## config.mk

```make
export PLATFORM = sky130hd
export DESIGN_NAME = wmark_uart
export DESIGN_NICKNAME = d
export VERILOG_FILES = /design/src/rtl/wmark_uart_pkg.sv /design/src/rtl/wmark_fifo.sv /design/src/rtl/wmark_tx.sv /design/src/rtl/wmark_rx.sv /design/src/rtl/wmark_uart.sv
export SDC_FILE = /design/constraint.sdc
export NUM_CORES = 1
export LEC_CHECK = 0
export BUFFER_PORTS_ARGS = -buffer_cell sky130_fd_sc_hd__buf_4
export CORE_ASPECT_RATIO = 0.8
export CORE_MARGIN = 2
export CORE_UTILIZATION = 55
export CTS_BUF_LIST = sky130_fd_sc_hd__clkbuf_4
export DETAILED_ROUTE_END_ITERATION = 8
export GPL_TIMING_DRIVEN = 0
export MAX_ROUTING_LAYER = met4
export PLACE_DENSITY = 0.72
export SETUP_SLACK_MARGIN = 0.15
export SLEW_MARGIN = 5
export SYNTH_ARGS = -nofsm -noshare
export SYNTH_HDL_FRONTEND = slang
export SYNTH_SLANG_ARGS = --single-unit
```

## constraint.sdc

```tcl
create_clock -name clk -period 4.1 [get_ports clk]
set_clock_uncertainty 0.05 [all_clocks]
set_input_delay 0 -clock clk [delete_from_list [all_inputs] [get_ports clk]]
set_output_delay 0 -clock clk [all_outputs]
set_load 0.01 [all_outputs]
```

## src/rtl/wmark_uart_pkg.sv

```systemverilog
package wmark_uart_pkg;

   localparam int BUS_W  = 32;
   localparam int ADDR_W = 5;
   localparam int CHAR_W = 8;

   // Register byte offsets
   localparam logic [ADDR_W-1:0] OFF_TXDATA = 5'h00;
   localparam logic [ADDR_W-1:0] OFF_RXDATA = 5'h04;
   localparam logic [ADDR_W-1:0] OFF_TXCTRL = 5'h08;
   localparam logic [ADDR_W-1:0] OFF_RXCTRL = 5'h0C;
   localparam logic [ADDR_W-1:0] OFF_IE     = 5'h10;
   localparam logic [ADDR_W-1:0] OFF_IP     = 5'h14;
   localparam logic [ADDR_W-1:0] OFF_DIV    = 5'h18;

   // Field positions software relies on
   localparam int FLAG_BIT = 31;
   localparam int EN_BIT   = 0;
   localparam int STOP_BIT = 1;
   localparam int WM_LSB   = 16;
   localparam int IRQ_TX   = 0;
   localparam int IRQ_RX   = 1;

   typedef enum logic {RX_IDLE, RX_FRAME} rx_state_e;

endpackage

```

## src/rtl/wmark_fifo.sv

```systemverilog
module wmark_fifo #(
   parameter int WIDTH = 8,
   parameter int DEPTH = 8,
   localparam int AW = $clog2(DEPTH),
   localparam int CW = AW + 1
) (
   input  logic             clk,
   input  logic             rst_n,
   input  logic             push,
   input  logic [WIDTH-1:0] wdata,
   input  logic             pop,
   output logic [WIDTH-1:0] rdata,
   output logic [CW-1:0]    count,
   output logic             full,
   output logic             empty
);

   logic [WIDTH-1:0] mem [DEPTH];
   logic [AW-1:0]    wr_ptr, rd_ptr;
   logic             push_ok, pop_ok;

   assign full    = (count == CW'(DEPTH));
   assign empty   = (count == '0);
   assign push_ok = push && !full;
   assign pop_ok  = pop && !empty;
   assign rdata   = mem[rd_ptr];

   always_ff @(posedge clk) begin
      if (push_ok) mem[wr_ptr] <= wdata;
   end

   always_ff @(posedge clk or negedge rst_n) begin
      if (!rst_n) begin
         wr_ptr <= '0;
         rd_ptr <= '0;
         count  <= '0;
      end else begin
         if (push_ok) wr_ptr <= wr_ptr + AW'(1);
         if (pop_ok)  rd_ptr <= rd_ptr + AW'(1);
         case ({push_ok, pop_ok})
            2'b10:   count <= count + CW'(1);
            2'b01:   count <= count - CW'(1);
            default: count <= count;
         endcase
      end
   end

   // a push into a full FIFO leaves the level unchanged
   p_no_overflow_r2: assert property (@(posedge clk) disable iff (!rst_n)
      (push && full && !pop) |=> (count == $past(count)));

   // a pop of an empty FIFO leaves the level unchanged
   p_no_underflow_r5: assert property (@(posedge clk) disable iff (!rst_n)
      (pop && empty && !push) |=> (count == '0));

endmodule

```

## src/rtl/wmark_tx.sv

```systemverilog
module wmark_tx #(
   parameter int DIV_W  = 16,
   parameter int CHAR_W = 8,
   localparam int FRAME_W = CHAR_W + 3,
   localparam int IDX_W   = $clog2(FRAME_W)
) (
   input  logic              clk,
   input  logic              rst_n,
   input  logic              en,
   input  logic              two_stop,
   input  logic [DIV_W-1:0]  div,
   input  logic              fifo_empty,
   input  logic [CHAR_W-1:0] fifo_data,
   output logic              fifo_pop,
   output logic              tx_o
);

   logic [FRAME_W-1:0] shreg;
   logic [DIV_W-1:0]   cyc;
   logic [IDX_W-1:0]   bidx, last_idx;
   logic               busy, start;

   assign start    = !busy && en && !fifo_empty;
   assign fifo_pop = start;
   assign tx_o     = shreg[0];

   always_ff @(posedge clk or negedge rst_n) begin
      if (!rst_n) begin
         shreg    <= '1;
         cyc      <= '0;
         bidx     <= '0;
         last_idx <= '0;
         busy     <= 1'b0;
      end else if (start) begin
         shreg    <= {2'b11, fifo_data, 1'b0};
         cyc      <= '0;
         bidx     <= '0;
         last_idx <= two_stop ? IDX_W'(CHAR_W + 2) : IDX_W'(CHAR_W + 1);
         busy     <= 1'b1;
      end else if (busy) begin
         if (cyc == div) begin
            cyc   <= '0;
            shreg <= {1'b1, shreg[FRAME_W-1:1]};
            if (bidx == last_idx) busy <= 1'b0;
            else                  bidx <= bidx + IDX_W'(1);
         end else begin
            cyc <= cyc + DIV_W'(1);
         end
      end
   end

   // every frame begins with a low start bit
   p_start_low_r3: assert property (@(posedge clk) disable iff (!rst_n)
      $rose(busy) |-> !tx_o);

   // while disabled and idle, no frame begins
   p_tx_hold_r4: assert property (@(posedge clk) disable iff (!rst_n)
      (!busy && !en) |=> !busy);

   // the line is high whenever the serialiser is idle
   p_idle_high_r3: assert property (@(posedge clk) disable iff (!rst_n)
      !busy |-> tx_o);

endmodule

```

## src/rtl/wmark_rx.sv

```systemverilog
module wmark_rx
   import wmark_uart_pkg::*;
#(
   parameter int DIV_W       = 16,
   parameter int CHAR_W      = 8,
   parameter int SYNC_STAGES = 2,
   localparam int IDX_W = $clog2(CHAR_W + 2)
) (
   input  logic              clk,
   input  logic              rst_n,
   input  logic              en,
   input  logic [DIV_W-1:0]  div,
   input  logic              rx_i,
   output logic              push,
   output logic [CHAR_W-1:0] data
);

   logic [SYNC_STAGES-1:0] sync;
   logic                   rx_s, rx_prev;
   rx_state_e              state;
   logic [DIV_W-1:0]       cyc, half;
   logic [IDX_W-1:0]       bidx;
   logic [1:0]             ones;
   logic                   in_window, decide, vote;

   // Synchroniser chain, length chosen by parameter
   always_ff @(posedge clk or negedge rst_n) begin
      if (!rst_n) sync <= '1;
      else        sync <= {sync[SYNC_STAGES-2:0], rx_i};
   end
   assign rx_s = sync[SYNC_STAGES-1];

   assign half      = div >> 1;
   assign decide    = (cyc == half + DIV_W'(1));
   assign in_window = (cyc == half - DIV_W'(1)) || (cyc == half);
   assign vote      = ({1'b0, ones} + {2'b00, rx_s}) >= 3'd2;

   always_ff @(posedge clk or negedge rst_n) begin
      if (!rst_n) begin
         rx_prev <= 1'b1;
         state   <= RX_IDLE;
         cyc     <= '0;
         bidx    <= '0;
         ones    <= '0;
         data    <= '0;
         push    <= 1'b0;
      end else begin
         rx_prev <= rx_s;
         push    <= 1'b0;
         if (!en) begin
            state <= RX_IDLE;
         end else if (state == RX_IDLE) begin
            if (rx_prev && !rx_s) begin
               state <= RX_FRAME;
               cyc   <= DIV_W'(1);
               bidx  <= '0;
               ones  <= '0;
            end
         end else begin
            if (cyc == div) begin
               cyc  <= '0;
               ones <= '0;
               bidx <= bidx + IDX_W'(1);
            end else begin
               cyc <= cyc + DIV_W'(1);
            end
            if (in_window) ones <= ones + {1'b0, rx_s};
            if (decide) begin
               if (bidx == '0) begin
                  if (vote) state <= RX_IDLE;
               end else if (bidx == IDX_W'(CHAR_W + 1)) begin
                  push  <= vote;
                  state <= RX_IDLE;
               end else begin
                  data <= {vote, data[CHAR_W-1:1]};
               end
            end
         end
      end
   end

   // a disabled receiver delivers nothing
   p_rx_off_r6: assert property (@(posedge clk) disable iff (!rst_n)
      !en |=> !push);

   // a byte is only delivered on leaving a frame
   p_push_ends_frame_r7: assert property (@(posedge clk) disable iff (!rst_n)
      push |-> (state == RX_IDLE));

endmodule

```

## src/rtl/wmark_uart.sv

```systemverilog
module wmark_uart
   import wmark_uart_pkg::*;
#(
   parameter int FIFO_DEPTH  = 8,
   parameter int DIV_W       = 16,
   parameter int WM_W        = 3,
   parameter int SYNC_STAGES = 2,
   parameter int DIV_INIT    = 15,
   parameter bit IRQ_REG     = 1'b0,
   localparam int CW = $clog2(FIFO_DEPTH) + 1
) (
   input  logic              clk,
   input  logic              rst_n,
   input  logic              bus_sel,
   input  logic              bus_wr,
   input  logic [ADDR_W-1:0] bus_addr,
   input  logic [BUS_W-1:0]  bus_wdata,
   output logic [BUS_W-1:0]  bus_rdata,
   output logic              tx_o,
   input  logic              rx_i,
   output logic              irq_o
);

   // Elaboration-time parameter checks
   if (FIFO_DEPTH != (1 << $clog2(FIFO_DEPTH))) begin : g_bad_depth
      $error("FIFO_DEPTH must be a power of two");
   end
   if (WM_W >= CW || WM_LSB + WM_W > FLAG_BIT) begin : g_bad_wm
      $error("WM_W does not fit the FIFO level or the register");
   end
   if (DIV_W > WM_LSB) begin : g_bad_div
      $error("DIV_W exceeds the divisor field");
   end
   if (SYNC_STAGES < 2) begin : g_bad_sync
      $error("SYNC_STAGES must be at least 2");
   end
   if (DIV_INIT < 3 || DIV_INIT >= (1 << DIV_W)) begin : g_bad_init
      $error("DIV_INIT out of range");
   end

   logic              tx_en, two_stop, rx_en;
   logic [WM_W-1:0]   tx_wm, rx_wm;
   logic [1:0]        ie_q, ip;
   logic [DIV_W-1:0]  div_q;
   logic              wr_any, tx_push, rx_pop, tx_pop, rx_push;
   logic [CHAR_W-1:0] tx_head, rx_head, rx_byte;
   logic [CW-1:0]     tx_count, rx_count;
   logic              tx_full, tx_empty, rx_full, rx_empty;
   logic              unused_bits;

   assign unused_bits = ^{bus_wdata[BUS_W-1:WM_LSB+WM_W], rx_full};

   assign wr_any  = bus_sel && bus_wr;
   assign tx_push = wr_any && (bus_addr == OFF_TXDATA);
   assign rx_pop  = bus_sel && !bus_wr && (bus_addr == OFF_RXDATA);

   always_ff @(posedge clk or negedge rst_n) begin
      if (!rst_n) begin
         tx_en    <= 1'b0;
         two_stop <= 1'b0;
         tx_wm    <= '0;
         rx_en    <= 1'b0;
         rx_wm    <= '0;
         ie_q     <= '0;
         div_q    <= DIV_W'(DIV_INIT);
      end else if (wr_any) begin
         case (bus_addr)
            OFF_TXCTRL: begin
               tx_en    <= bus_wdata[EN_BIT];
               two_stop <= bus_wdata[STOP_BIT];
               tx_wm    <= bus_wdata[WM_LSB +: WM_W];
            end
            OFF_RXCTRL: begin
               rx_en <= bus_wdata[EN_BIT];
               rx_wm <= bus_wdata[WM_LSB +: WM_W];
            end
            OFF_IE:  ie_q  <= bus_wdata[1:0];
            OFF_DIV: div_q <= bus_wdata[DIV_W-1:0];
            default: ;
         endcase
      end
   end

   wmark_fifo #(.WIDTH(CHAR_W), .DEPTH(FIFO_DEPTH)) u_tx_fifo (
      .clk(clk), .rst_n(rst_n),
      .push(tx_push), .wdata(bus_wdata[CHAR_W-1:0]),
      .pop(tx_pop), .rdata(tx_head),
      .count(tx_count), .full(tx_full), .empty(tx_empty)
   );

   wmark_fifo #(.WIDTH(CHAR_W), .DEPTH(FIFO_DEPTH)) u_rx_fifo (
      .clk(clk), .rst_n(rst_n),
      .push(rx_push), .wdata(rx_byte),
      .pop(rx_pop), .rdata(rx_head),
      .count(rx_count), .full(rx_full), .empty(rx_empty)
   );

   wmark_tx #(.DIV_W(DIV_W), .CHAR_W(CHAR_W)) u_tx (
      .clk(clk), .rst_n(rst_n), .en(tx_en), .two_stop(two_stop),
      .div(div_q), .fifo_empty(tx_empty), .fifo_data(tx_head),
      .fifo_pop(tx_pop), .tx_o(tx_o)
   );

   wmark_rx #(.DIV_W(DIV_W), .CHAR_W(CHAR_W), .SYNC_STAGES(SYNC_STAGES)) u_rx (
      .clk(clk), .rst_n(rst_n), .en(rx_en), .div(div_q),
      .rx_i(rx_i), .push(rx_push), .data(rx_byte)
   );

   // Live watermark comparisons
   assign ip[IRQ_TX] = int'(tx_count) < int'(tx_wm);
   assign ip[IRQ_RX] = int'(rx_count) > int'(rx_wm);

   always_comb begin
      bus_rdata = '0;
      case (bus_addr)
         OFF_TXDATA: bus_rdata[FLAG_BIT] = tx_full;
         OFF_RXDATA: begin
            bus_rdata[FLAG_BIT] = rx_empty;
            if (!rx_empty) bus_rdata[CHAR_W-1:0] = rx_head;
         end
         OFF_TXCTRL: begin
            bus_rdata[EN_BIT]            = tx_en;
            bus_rdata[STOP_BIT]          = two_stop;
            bus_rdata[WM_LSB +: WM_W]    = tx_wm;
         end
         OFF_RXCTRL: begin
            bus_rdata[EN_BIT]            = rx_en;
            bus_rdata[WM_LSB +: WM_W]    = rx_wm;
         end
         OFF_IE:  bus_rdata[1:0]       = ie_q;
         OFF_IP:  bus_rdata[1:0]       = ip;
         OFF_DIV: bus_rdata[DIV_W-1:0] = div_q;
         default: ;
      endcase
   end

   // Interrupt output: combinational or registered variant
   if (IRQ_REG) begin : g_irq_reg
      logic irq_q;
      always_ff @(posedge clk or negedge rst_n) begin
         if (!rst_n) irq_q <= 1'b0;
         else        irq_q <= |(ie_q & ip);
      end
      assign irq_o = irq_q;
   end else begin : g_irq_comb
      assign irq_o = |(ie_q & ip);
      // with both enables clear the output stays low
      p_irq_masked_r12: assert property (@(posedge clk) disable iff (!rst_n)
         (ie_q == 2'b00) |-> !irq_o);
   end

   // a zero receive count flags any stored byte
   p_rxwm_zero_r10: assert property (@(posedge clk) disable iff (!rst_n)
      ((rx_wm == '0) && !rx_empty) |-> ip[IRQ_RX]);

   // the divisor changes only on a write to its offset
   p_div_hold_r13: assert property (@(posedge clk) disable iff (!rst_n)
      !(wr_any && (bus_addr == OFF_DIV)) |=> $stable(div_q));

   // an empty transmit FIFO with a nonzero count is always flagged
   p_txwm_empty_r9: assert property (@(posedge clk) disable iff (!rst_n)
      (tx_empty && (tx_wm != '0)) |-> ip[IRQ_TX]);

endmodule

```

* After elaboration in Yosys (flattened, before gate mapping) *
Memory sizes are Yosys's and may differ from the RTL's.
Index checks and enable logic that the tools add are counted.

cells by class
  add/subtract/negate cells = 16
  $lt $le $gt $ge = 3
  eq/ne operators = 22
  muxes and demuxes = 50
  bitwise gates (word level) = 3
  reduce and logical (&&, ||, !) cells = 39

operators with widths
  operator                 number
  $mux W16                 6
  $eq A16 B16 Y1           4
  $mux W11                 3
  $add A16 B1 Y16 const B  2
  $mux W4                  7
  $mux W1                  20
  $add A15 B1 Y16 const B  1
  $add A4 B1 Y4 const B    4
  $eq A16 B15 Y1           1
  $mux W8                  2
  $pmux W4 S2              2
  $sub A15 B1 Y16 const B  1
  $eq A5 B5 Y1 const B     3
  $add A3 B1 Y3 const B    4
  $eq A4 B4 Y1 const B     3
  $logic_not A4 Y1         3
  $pmux W6 S2              1
  $reduce_and A2 Y1        6
  $logic_and A1 B1 Y1      11
  $eq A5 B4 Y1 const B     2
  $mux W2                  5
  $reduce_bool A2 Y1       5
  $reduce_and A3 Y1        3
  $sub A4 B1 Y4 const B    2
  22 further kinds         32

storage, ports and cells
  register bits after elaboration = 118
  RAM bits = 128
  input port bits = 42
  output and inout port bits = 34
  word-level logic and storage cells = 161
  memories = 2

memory list
  memory         depth  width  read ports  clocked after Yosys merged registers in  write ports  line              text
  u_rx_fifo.mem  8      8      1           0                                        1            wmark_fifo.sv:18  logic [WIDTH-1:0] mem [DEPTH];
  u_tx_fifo.mem  8      8      1           0                                        1            wmark_fifo.sv:18

* Logic depth before layout (Yosys ltp) *
Gate-level depths: netlist of run 1.

  depth in word-level cells = 7
  depth in mapped cells = 12
  gate-level depth less buffers = 11

* Modules after synthesis *
A second synthesis of run 1 with hierarchy kept.

second synthesis, totals
  cells, all modules = 1,060
  area, all modules = 13,123.8 um2

modules (own cells, without submodules)
  module      instances  cells an instance  area each (um2)  sequential area each (um2)
  wmark_fifo  2          160                3,124.2          2,172.1
  wmark_rx    1          373                3,224.3          879.6
  wmark_tx    1          220                1,964.4          837.1
  wmark_uart  1          147                1,686.6          680.7

* Worst setup path before layout of run 1 *
No wires, ideal clock.

  kind = flip-flop to flip-flop
  start point = reg u_tx_fifo.count[1]
  end point = reg u_tx_fifo.count[3]
  setup time = 125 ps
  arrival time = 2,674 ps
  data required time = 3,925 ps
  path slack = 1,251 ps
  cell stages (with the launch flop) = 11
  path buffers = 1
  period minus slack after synthesis = 2,849 ps
  cells stage by stage = dfrtp_1 > o41ai_1 > nor2_1 > clkbuf_1 > ha_1 > ha_1 > a21o_1 > a21oi_1 > xnor2_1 > nor2_1 > xor2_1

between the ends
  cells in the longest elaborated chain, start to end = 6
  elaborated cells on any way between the ends = 13
  classes of those cells = add/sub: 2; eq/ne: 3; mux: 1; reduce/logical: 7

ends and longest elaborated chain
  item                                                      line              text
  from (decl)                                               wmark_fifo.sv:13  output logic [CW-1:0] count,
  from (signal assigned)                                    wmark_fifo.sv:41  2'b10: count <= count + CW'(1);
  from (signal assigned)                                    wmark_fifo.sv:42  2'b01: count <= count - CW'(1);
  from (signal assigned)                                    wmark_fifo.sv:43  default: count <= count;
  $logic_not A4 Y1 (*)                                      wmark_fifo.sv:23  assign empty = (count == '0);
  $logic_not A1 Y1 (*)                                      wmark_tx.sv:23    assign start = !busy && en && !fifo_empty;
  $logic_and A1 B1 Y1 (*)                                   wmark_tx.sv:23
  net tx_pop                                                wmark_uart.sv:45  logic wr_any, tx_push, rx_pop, tx_pop, rx_push;
  $logic_and A1 B1 Y1 (*)                                   wmark_fifo.sv:25  assign pop_ok = pop && !empty;
  $eq A2 B1 Y1 / $eq A2 B2 Y1 (equally long branches)       wmark_fifo.sv:40  case ({push_ok, pop_ok})
  $pmux W4 S2 / $reduce_bool A2 Y1 (equally long branches)  -

The timed path passes the listed nets; every way through them passes the cells marked *.
A chain may end at the register's enable or synchronous reset.

* Worst setup path in the final report of run 1 *
  start point = reg div_q[1]
  end point = reg u_rx.push

between the ends
  cells in the longest elaborated chain, start to end = 5

ends and longest elaborated chain
  item                    line              text
  from (decl)             wmark_uart.sv:44  logic [DIV_W-1:0] div_q;
  from (signal assigned)  wmark_uart.sv:65  div_q <= DIV_W'(DIV_INIT);
  from (signal assigned)  wmark_uart.sv:78  OFF_DIV: div_q <= bus_wdata[DIV_W-1:0];
  $add A15 B1 Y16         wmark_rx.sv:34    assign decide = (cyc == half + DIV_W'(1));
  $eq A16 B16 Y1          wmark_rx.sv:34
  $mux W1                 wmark_rx.sv:68    if (decide) begin
  $mux W1                 wmark_rx.sv:52    end else if (state == RX_IDLE) begin
  $mux W1                 wmark_rx.sv:50    if (!en) begin
  to (signal assigned)    wmark_rx.sv:72    push <= vote;
  to (decl)               wmark_rx.sv:14    output logic push,

Every way passes these cells.

==> impl_metrics.toml, run 1 <==
[outcome]
status = "complete, no violations"

[setup_path]
critPathKind = "reg -> reg"
reg2reg_from = "div_q[1]$_DFFE_PN1P_"
arrival_ns = 3.96
r2r_setup_slack_ns = 0.60
r2r_cells = 11
crit_slowest_cell = "dfstp_2"
r2r-end = "u_rx.push$_DFF_PN0_"
end_kind = "flop"
cp_common_cell = "nor3_1"
cp_max_fo = 10
start_kind = "flop"
required_ns = 4.57
crit_chain = "buf_4, inv_1, ha_1, xor2_1, a211oi_1, o211ai_1, or4_1, nor3_1, nand4_1, nor3_1, nor4bb_1"
max_stage_delay_ns = 0.54

[placed_design]
io_buffers = 50
place_ws_ns = 0.665
gp_congestion = 0.879
place_hpwl_mm = 18.5

[power]
peakVddDrop_mv = 0.270
p_sw_mw = 2.05
p_leak_nw = 5.58
power_density_nw_per_um2 = 464
intPower_mw = 4.60
p_comb_share_pct = 24.1
clockPowerShare_pct = 31.5
p_sw_share_pct = 30.8
p_total_mw = 6.65
seq_power_share_pct = 44.4

[detailed_routing]
drt_iter0_drc = 812
drtPass1Iterations = 5
antenna_left = 0
drc = 0
vias = 8510
vias_per_cell = 5.53
wl_per_cell_um = 17.9
drt_wl_total_mm = 27.5

[final_layout]
layout_common_cells = "128 x edfxtp_1, 103 x clkbuf_4, 99 x dfrtp_1"
mostFrequentLayoutCell = "edfxtp_1"
post-route-util_pct = 66.1
multiInputGateArea_um2 = 5110
drive_gt1_share_pct = 23.5
synthToLayoutAreaGrowth_pct = 17.4
layout.nets = 1256
fillers = 1630
final-seq-area_um2 = 6740

[sta]
setup-tns-final_ns = 0
min_period_ns = 3.50
slew_violations = 0
tightest_slew_ns = 1.31
holdWs_ns = 0.0450
finalHoldViolations = 0
setup_viol = 0
timing.final.ws_setup_ns = 0.602
post-route-period-util_pct = 85.3
max_freq_mhz = 286
relSlewSlack_pct = 12.2
rsz0062_at_grt = "false"

[synthesis]
ys.flop_type = "edfxtp_1"
synth_warnings = 0
syn_area_per_cell_um2 = 12.0
async_flop_share_pct = 47.3
syn-cell-area_um2 = 12200
synthCells = 1020
synth_seq_cells = 243
yosysUniqueCellTypes = 64
ys_seq_area_share_pct = 55.2
synth_edf_count = 128

[worst_hold_path]
hold_class = "in -> reg"
min_from = "bus_wdata[13]"
hold_depth = 3
holdPathEnd = "div_q[13]$_DFFE_PN0P_"

[floorplanning]
rows = 48
coreArea_um2 = 21700
die_h_um = 137
start_util_pct = 56.3
io_pins = 76
die_area_um2 = 23400
die_x_um = 171

[clock_network]
clk_latency_ns = 0.70
cts_tree = "built"
clock-sinks = 243
post_cts_buffers = 0
clockBufferDepth = 3
htreeDepth = 2
cts_root_buffer = "clkbuf_4"
path_clk_slew_ns = 0.07
cts_buffers = 60

[grt]
overflow = 0
top_usage_layer = "met2"
use_met3_pct = 5.80
track_usage_pct = 25.2
grt_util_met1_pct = 36.2
grt_first_pass_wirelength_mm = 43.9
grt_util_met2_pct = 36.5
grt_max_degree = 66
antenna_found_initial = 1
first_global_vias = 8259

[run]
drv_cap = 0
==> metal layers <==
layer  up-vias  share of wire, %
met4         0               1.2
met2       299                45
met3        26               7.1
met5         -                 0
met1      4145                47
li1       4040                 -
==> cell families after synthesis <==
family / after synthesis / synth area share, %
other cells: 1 / 0.0307
fa+ha+maj: 28 / 2.99
xor+xnor: 103 / 7.39
simple gates: 321 / 13.2
mux: 89 / 10.9
buf+inv: 97 / 3.62
compound gates: 138 / 6.64
flops: 243 / 55.2
==> flip-flops by register name, indices dropped and copies added (netlist names), 8 cells and up <==
signal         cells
u_tx.cyc          16
u_tx.shreg         9
div_q             16
u_rx_fifo.mem     64
u_tx_fifo.mem     64
u_rx.cyc          16
u_rx.data          8
==> worst max-delay path: cells and delay by family (launching register included) <==
kind,cells,cell delay (ns)
XOR/XNOR,1,0.18
adder cells (fa/ha/maj),1,0.35
AND/OR/NAND/NOR,5,1.50
flip-flops,1,0.54
AO/OA/AOI/OAI,2,0.46
buffers and inverters,2,0.27
==> per-stage QoR <==
step,cells,cell area [um2]
finish,1538,14300
global route,1538,14300
CTS,1537,14300
detailed placement,1384,13100
global placement,1381,13000
floorplan,1031,12300
==> area by class of cell <==
type / instances / area share (%)
Sequential cell: 243 / 47.0
Multi-Input combinational cell: 691 / 35.7
Timing Repair Buffer: 93 / 5.86
Clock buffer: 103 / 5.40
Tap cell: 300 / 2.62
Buffer: 70 / 2.37
Inverter: 27 / 0.707
Clock inverter: 10 / 0.306
Antenna cell: 1 / 0.0175
==> power by group through the flow <==
stage | sequential [mW] | combinational (mW) | clock (mW)
final | 2.95 | 1.60 | 2.09
after global routing | 2.97 | 1.78 | 2.29
after CTS | 2.95 | 1.60 | 2.15
after detailed placement | 2.99 | 1.56 | 0
after global placement | 2.98 | 1.51 | 0
after floorplan | 2.94 | 1.15 | 0
==> synthesized netlist by cell type (26+ instances only) <==
| library cell | instances | area [um2] |
|---|---|---|
| clkbuf_1 | 31 | 116 |
| dfrtp_1 | 99 | 2480 |
| edfxtp_1 | 128 | 3840 |
| ha_1 | 26 | 325 |
| inv_1 | 26 | 97.6 |
| mux2_2 | 35 | 394 |
| mux4_2 | 32 | 721 |
| nand2_1 | 97 | 364 |
| nand3_1 | 27 | 135 |
| nor2_1 | 67 | 251 |
| o21ai_0 | 69 | 345 |
| xnor2_1 | 50 | 438 |
| xor2_1 | 53 | 464 |
==> worst max path at each step <==
stage	endpoint	cells after the start	from
global route	bus_rdata[2]	6	u_rx_fifo.rd_ptr[0]$_DFFE_PN0P_
global placement	u_tx_fifo.count[3]$_DFFE_PN0P_	10	u_tx_fifo.count[1]$_DFFE_PN0P_
detailed placement	u_tx_fifo.count[3]$_DFFE_PN0P_	10	u_tx_fifo.count[1]$_DFFE_PN0P_
finish	u_rx.push$_DFF_PN0_	11	div_q[1]$_DFFE_PN1P_
CTS	bus_rdata[3]	6	u_rx_fifo.rd_ptr[0]$_DFFE_PN0P_
floorplan	u_tx_fifo.count[3]$_DFFE_PN0P_	10	u_tx_fifo.count[1]$_DFFE_PN0P_
==> timing repair <==
action | CTS | global route
endpoints found under the hold margin | 215 | 0
hold buffers | 40 | 0
resized for setup | 0 | 0
No activity file was read; power rests on OpenSTA's default activity.
==> inputs of run 2 (changes only) <==
- CORE_UTILIZATION: 55 -> 56
- PLACE_DENSITY: 0.72 -> 0.73
==> run 2 against run 1 <==
  * Hold slack improved by 0.016 ns
  * Wire length rose by 3.9%
  * Sequential power is essentially flat
  * Register-to-register slack got worse by 0.05 ns
  * Clock power about the same
  * Largest cell class unchanged
  * Combinational power hardly changed
  * Cell count fell by 0.98%
  * Highest routed layer unchanged
  * First-iteration DRC count is 10% lower
  * Cell area up 0.60%
  * Sequential share of layout area decreased by 0.28 points
==> impl_metrics.toml, run 2 (same netlist as run 1, synthesis figures left out) <==
[outcome]
status = "complete, no violations"

[placed_design]
place_ws_ns = 0.203
gp_congestion = 0.882
post_dp_cell_area_um2 = 13000
place_inst = 1359
place_hpwl_mm = 19.0
io_buffers = 50

[setup_path]
end_kind = "flop"
max_stage_delay_ns = 0.55
crit_slowest_cell = "dfstp_2"
arrival_ns = 4.07
cp_max_fo = 10
critPathKind = "reg -> reg"
crit_chain = "buf_4, inv_1, ha_1, xor2_1, a211oi_1, o211ai_1, or4_1, nor3_1, nand4_1, nor3_1, nor4bb_1"
start_kind = "flop"
required_ns = 4.62
cp_common_cell = "nor3_1"
r2r_setup_slack_ns = 0.55

[clock_network]
cts_buffers = 59
clock-sinks = 243
path_clk_slew_ns = 0.08
htreeDepth = 2
clockBufferDepth = 3
cts_root_buffer = "clkbuf_4"
cts_tree = "built"
post_cts_resized = 0
post_cts_buffers = 0
clk_latency_ns = 0.74

[detailed_routing]
drt_wl_total_mm = 28.6
vias = 8707
drc = 0
drtPass1Iterations = 5
drt_iter0_drc = 731
wl_per_cell_um = 18.8
antenna_left = 0
vias_per_cell = 5.72

[sta]
slew_violations = 0
timing.final.ws_setup_ns = 0.550
post-route-period-util_pct = 86.6
relSlewSlack_pct = 13.2
min_period_ns = 3.55
setup-tns-final_ns = 0
max_freq_mhz = 282
tightest_slew_ns = 1.29
setup_viol = 0
finalHoldViolations = 0
rsz0062_at_grt = "false"

[worst_hold_path]
hold_class = "in -> reg"

[final_layout]
synthToLayoutAreaGrowth_pct = 18.1
layout_common_cells = "128 x edfxtp_1, 99 x clkbuf_4, 99 x dfrtp_1"
drive_gt1_share_pct = 23.2
finish.instance_area_um2 = 14400
num_antenna_cells = 0
fillers = 1632
top_regs = "u_rx_fifo.mem x64, u_tx_fifo.mem x64"
layout.nets = 1267
layoutNonFillerInstCount = 1523
mostFrequentLayoutCell = "edfxtp_1"

[grt]
first_global_vias = 8676
overflow = 0
grt_first_pass_wirelength_mm = 45.9
antenna_found_initial = 0
grt_max_degree = 66
track_usage_pct = 26.5

[floorplanning]
die_h_um = 136
coreArea_um2 = 21500
die_x_um = 169
io_pins = 76
die_area_um2 = 23000
rows = 48
start_util_pct = 56.8

[power]
p_leak_nw = 5.62
p_total_mw = 6.67
peakVddDrop_mv = 0.261
power_density_nw_per_um2 = 463

[run]
drv_cap = 0
## run 2: cell types whose count changed in the layout (fill, tap and decap cells not counted), sizes merged
cell	change
clkinvlp	+1
clkbuf	-4
diode	-1
dlygate4sd3	+12
clkinv	+4
inv	-2
## run 2: worst paths after layout
kind,cells past startpoint,to,from
worst max register to register,11,u_rx.push$_DFF_PN0_,div_q[1]$_DFFE_PN1P_
min in group asynchronous,3,u_rx.rx_prev$_DFF_PN1_,rst_n
worst min-delay path,2,u_tx_fifo.mem[1][7]$_DFFE_PP_,bus_wdata[7]
worst min register to register,0,u_rx.sync[1]$_DFF_PN1_,u_rx.sync[0]$_DFF_PN1_
max in group asynchronous,4,tx_wm[0]$_DFFE_PN0P_,rst_n
worst max-delay path,11,u_rx.push$_DFF_PN0_,div_q[1]$_DFFE_PN1P_
## run 2: cell type report
cell class / count / area [um2] / area share (%)
Sequential cell: 243 / 6740 / 46.8
Clock buffer: 99 / 743 / 5.16
Clock inverter: 13 / 73.8 / 0.512
Inverter: 27 / 101 / 0.703
Timing Repair Buffer: 105 / 960 / 6.66
Multi-Input combinational cell: 691 / 5110 / 35.5
Tap cell: 275 / 344 / 2.39
Buffer: 70 / 340 / 2.36
## run 2: what timing repair did
item | 4_1_cts | 5_1_grt
hold buffers | 52 | 0
hold endpoints to repair | 215 | 0
setup endpoints to repair | 0 | 0
## run 2: report_power, final
group | internal [mW] | switching (mW)
clock network | 1.10 | 1.01
registers | 2.78 | 0.170
logic | 0.705 | 0.914
## run 2: routing by layer
metal	part of all wire [%]	track usage [%]
met5	0	-
met1	45	36.3
met2	45	39.5
met3	7.8	7.10
met4	1.8	7.31
## run 2: metrics by stage
stage,hold slack [ns],utilization (%)
global route,0.0315,67.1
floorplan,-0.346,-
finish,0.0606,67.1
detailed placement,-0.0634,60.7
global placement,0.0598,60.3
CTS,0.0123,67.0
## run 2: critical path, delay by kind of cell (launching register included)
family,cells,cell delay (ns)
adder cells (fa/ha/maj),1,0.36
XOR/XNOR,1,0.19
AO/OA/AOI/OAI,2,0.41
buffers and inverters,2,0.27
flip-flops,1,0.55
AND/OR/NAND/NOR,5,1.56
==> inputs of run 3 (changes only) <==
- ABC_AREA: default -> 1
- clock period: 4.1 -> 4.12 ns (I/O delays scaled with it)
==> run 3 against run 2 <==
  * Cell area increased by 3.0%
  * Total power down 8.3%
  * Sequential share of layout area fell by 1.4 points
  * Critical path type is now in -> reg
  * Critical endpoint is now u_rx_fifo.count[3]$_DFFE_PN0P_
  * Largest cell class unchanged
  * Largest power group unchanged
==> impl_metrics.toml, run 3 <==
[synthesis]
ys_top_cells_by_area = "edfxtp_1 30%, dfrtp_1 19%, nand2_1 7.1%"
async_flop_share_pct = 47.3
synthCells = 1367
synth.top_cell.area_share_pct = 30.1
synth_seq_cells = 243
synth_warnings = 0
yosysTopAreaCell = "edfxtp_1"
ys.flop_type = "edfxtp_1"
netlist_top_cells_count = "240 x nand2_1, 181 x nor2_1, 128 x edfxtp_1, 123 x inv_1, 102 x o21ai_0"
syn_area_per_cell_um2 = 9.33
synth_edf_count = 128
synth.most_common_cell = "nand2_1"
ys_seq_area_share_pct = 52.8
yosysUniqueCellTypes = 66
syn-cell-area_um2 = 12800

[grt]
track_usage_pct = 27.1
antenna_found_initial = 1
first_global_vias = 9968
grt_max_degree = 69
overflow = 0
grt_first_pass_wirelength_mm = 51.0

[detailed_routing]
wl_per_cell_um = 16.4
vias_per_cell = 5.40
drc = 0
drt_iter0_drc = 995
drtPass1Iterations = 6
vias = 10200
drt_wl_total_mm = 31.1
antenna_left = 0

[setup_path]
r2r-end = "u_tx_fifo.count[3]$_DFFE_PN0P_"
cp_max_fo = 4
critPathCapture = "u_rx_fifo.count[3]$_DFFE_PN0P_"
required_ns = 4.62
start_kind = "input pin"
critPathKind = "in -> reg"
critPathLaunch = "bus_addr[0]"
crit_chain = "dlygate4sd3_1, buf_4, nor2_1, inv_1, dlygate4sd3_1, nor3_1, inv_1, nor2_1, nand2_1, nor3b_2, ha_1, ha_1, nand2_1, nor2_1, a211oi_1, nor2_1, nor2_1, nand2_1, xor2_1"
arrival_ns = 3.57
cp_common_cell = "nor2_1"
crit_family = "buffers and inverters"
cp.depth = 19
r2r_cells = 14
crit_buf_inv = 5
reg2reg_from = "u_tx_fifo.count[1]$_DFFE_PN0P_"
r2r_setup_slack_ns = 1.12
end_kind = "flop"
max_stage_delay_ns = 0.56
crit_slowest_cell = "dlygate4sd3_1"

[outcome]
status = "complete, no violations"

[sta]
setup_viol = 0
tightest_slew_ns = 1.24
setup-tns-final_ns = 0
finalHoldViolations = 0
rsz0062_at_grt = "false"
timing.final.ws_setup_ns = 1.05
slew_violations = 0
post-route-period-util_pct = 74.6
relSlewSlack_pct = 17.0
max_freq_mhz = 326
min_period_ns = 3.07

[final_layout]
layout.nets = 1603
top_regs = "u_rx_fifo.mem x64, u_tx_fifo.mem x64"
layout_common_cells = "240 x nand2_1, 181 x nor2_1, 128 x edfxtp_1"
fillers = 1808
drive_gt1_share_pct = 17.5
mostFrequentLayoutCell = "nand2_1"
synthToLayoutAreaGrowth_pct = 16.4

[floorplanning]
die_h_um = 139
rows = 49
die_area_um2 = 24000
start_util_pct = 56.9
coreArea_um2 = 22400
io_pins = 76
die_x_um = 173

[clock_network]
cts.hold.buffers_added = 43
cts_tree = "built"
post_cts_buffers = 0
path_clk_slew_ns = 0.08
clk_latency_ns = 0.68
post_cts_resized = 0
htreeDepth = 2
cts_root_buffer = "clkbuf_4"
clock-sinks = 243
clockBufferDepth = 3
cts_buffers = 59

[placed_design]
gp_congestion = 0.962
io_buffers = 50
place_ws_ns = 1.12
place_hpwl_mm = 21.4

[power]
power_density_nw_per_um2 = 412
peakVddDrop_mv = 0.311
p_leak_nw = 6.10

[run]
drv_cap = 0

[worst_hold_path]
hold_class = "in -> reg"
==> run 3: cell types whose count changed after synthesis, moves of 21 or more <==
| cell | delta |
|---|---|
| nand2_1 | +143 |
| o22ai_1 | +21 |
| xnor2_1 | -27 |
| mux4_2 | -32 |
| mux2_2 | -33 |
| inv_1 | +97 |
| nand3_1 | +28 |
| o21ai_0 | +33 |
| nor2_1 | +114 |
==> run 3: final cells by class <==
class                      instances  area [um2]  share of cell area, %
sequential                       243        6740                   45.4
multi-input combinational        923        5120                   34.5
timing repair buffer              94         847                   5.71
clock buffer                     101         758                   5.11
inverter                         144         549                   3.70
buffer                            68         398                   2.68
tap                              306         383                   2.58
clock inverter                    10        47.5                  0.320
antenna                            2        5.00                 0.0337
==> run 3: metal layers <==
| layer | wire, um | global-route usage (%) | part of all wire, % | vias up |
|---|---|---|---|---|
| met1 | 14300 | 37.9 | 46 | 4826 |
| met3 | 2260 | 5.07 | 7.3 | 54 |
| met2 | 14000 | 41.1 | 45 | 375 |
| li1 | - | - | - | 4962 |
| met4 | 536 | 6.78 | 1.7 | 0 |
| met5 | 0 | - | 0 | - |
==> run 3: power breakdown <==
group | total [mW] | internal, mW | switching (mW)
sequential | 2.84 | 2.70 | 0.138
combinational | 1.20 | 0.447 | 0.755
clock | 2.08 | 1.10 | 0.980
total | 6.12 | 4.25 | 1.87
==> run 3: worst min path at each step <==
stage,endpoint,depth (start not counted),from
2_1_floorplan,div_q[10]$_DFFE_PN0P_,0,rst_n
3_3_place_gp,u_rx.sync[0]$_DFF_PN1_,1,rx_i
3_5_place_dp,u_tx_fifo.rd_ptr[2]$_DFFE_PN0P_,1,rst_n
4_1_cts,div_q[8]$_DFFE_PN0P_,4,bus_wdata[8]
5_1_grt,u_tx_fifo.mem[6][6]$_DFFE_PP_,2,bus_wdata[6]
6_report,div_q[8]$_DFFE_PN0P_,4,bus_wdata[8]
==> run 3: metrics by stage <==
step           cells  cell area, um2  total power, mW  hold WS, ns  util (%)
6_report        1891           14800             6.12       0.0643      66.2
5_1_grt         1891           14800             6.45       0.0432      66.2
4_1_cts         1889           14800             6.14       0.0217      66.1
3_5_place_dp    1735           13600             4.03      -0.0692      60.6
3_3_place_gp    1734           13600             4.00       0.0592      60.4
2_1_floorplan   1378           12800             3.68       -0.346         -
==> run 3: worst register-to-register path: stages (launching register included) <==
cell and delay, ns:
dfrtp_1 0.43, nor2_1 0.09, nand3_1 0.09, nand2_1 0.12, nor2_2 0.32, clkbuf_1 0.46, ha_1 0.30, ha_1 0.28
nand2_1 0.08, nor2_1 0.04, a211oi_1 0.26, nor2_1 0.07, nor2_1 0.09, nand2_1 0.07, xor2_1 0.14
==> run 3: cell families after synthesis <==
logic type                 after synthesis  synth area share (%)
and+or+nand+nor                        578                  20.4
DFF                                    243                  52.8
AOI/OAI and AO/OA                      221                  10.2
buffers and inverters                  212                  7.42
xor gates and xnor gates                70                  5.07
adders and majority gates               28                  2.86
muxes                                   14                  1.12
other                                    1                0.0294
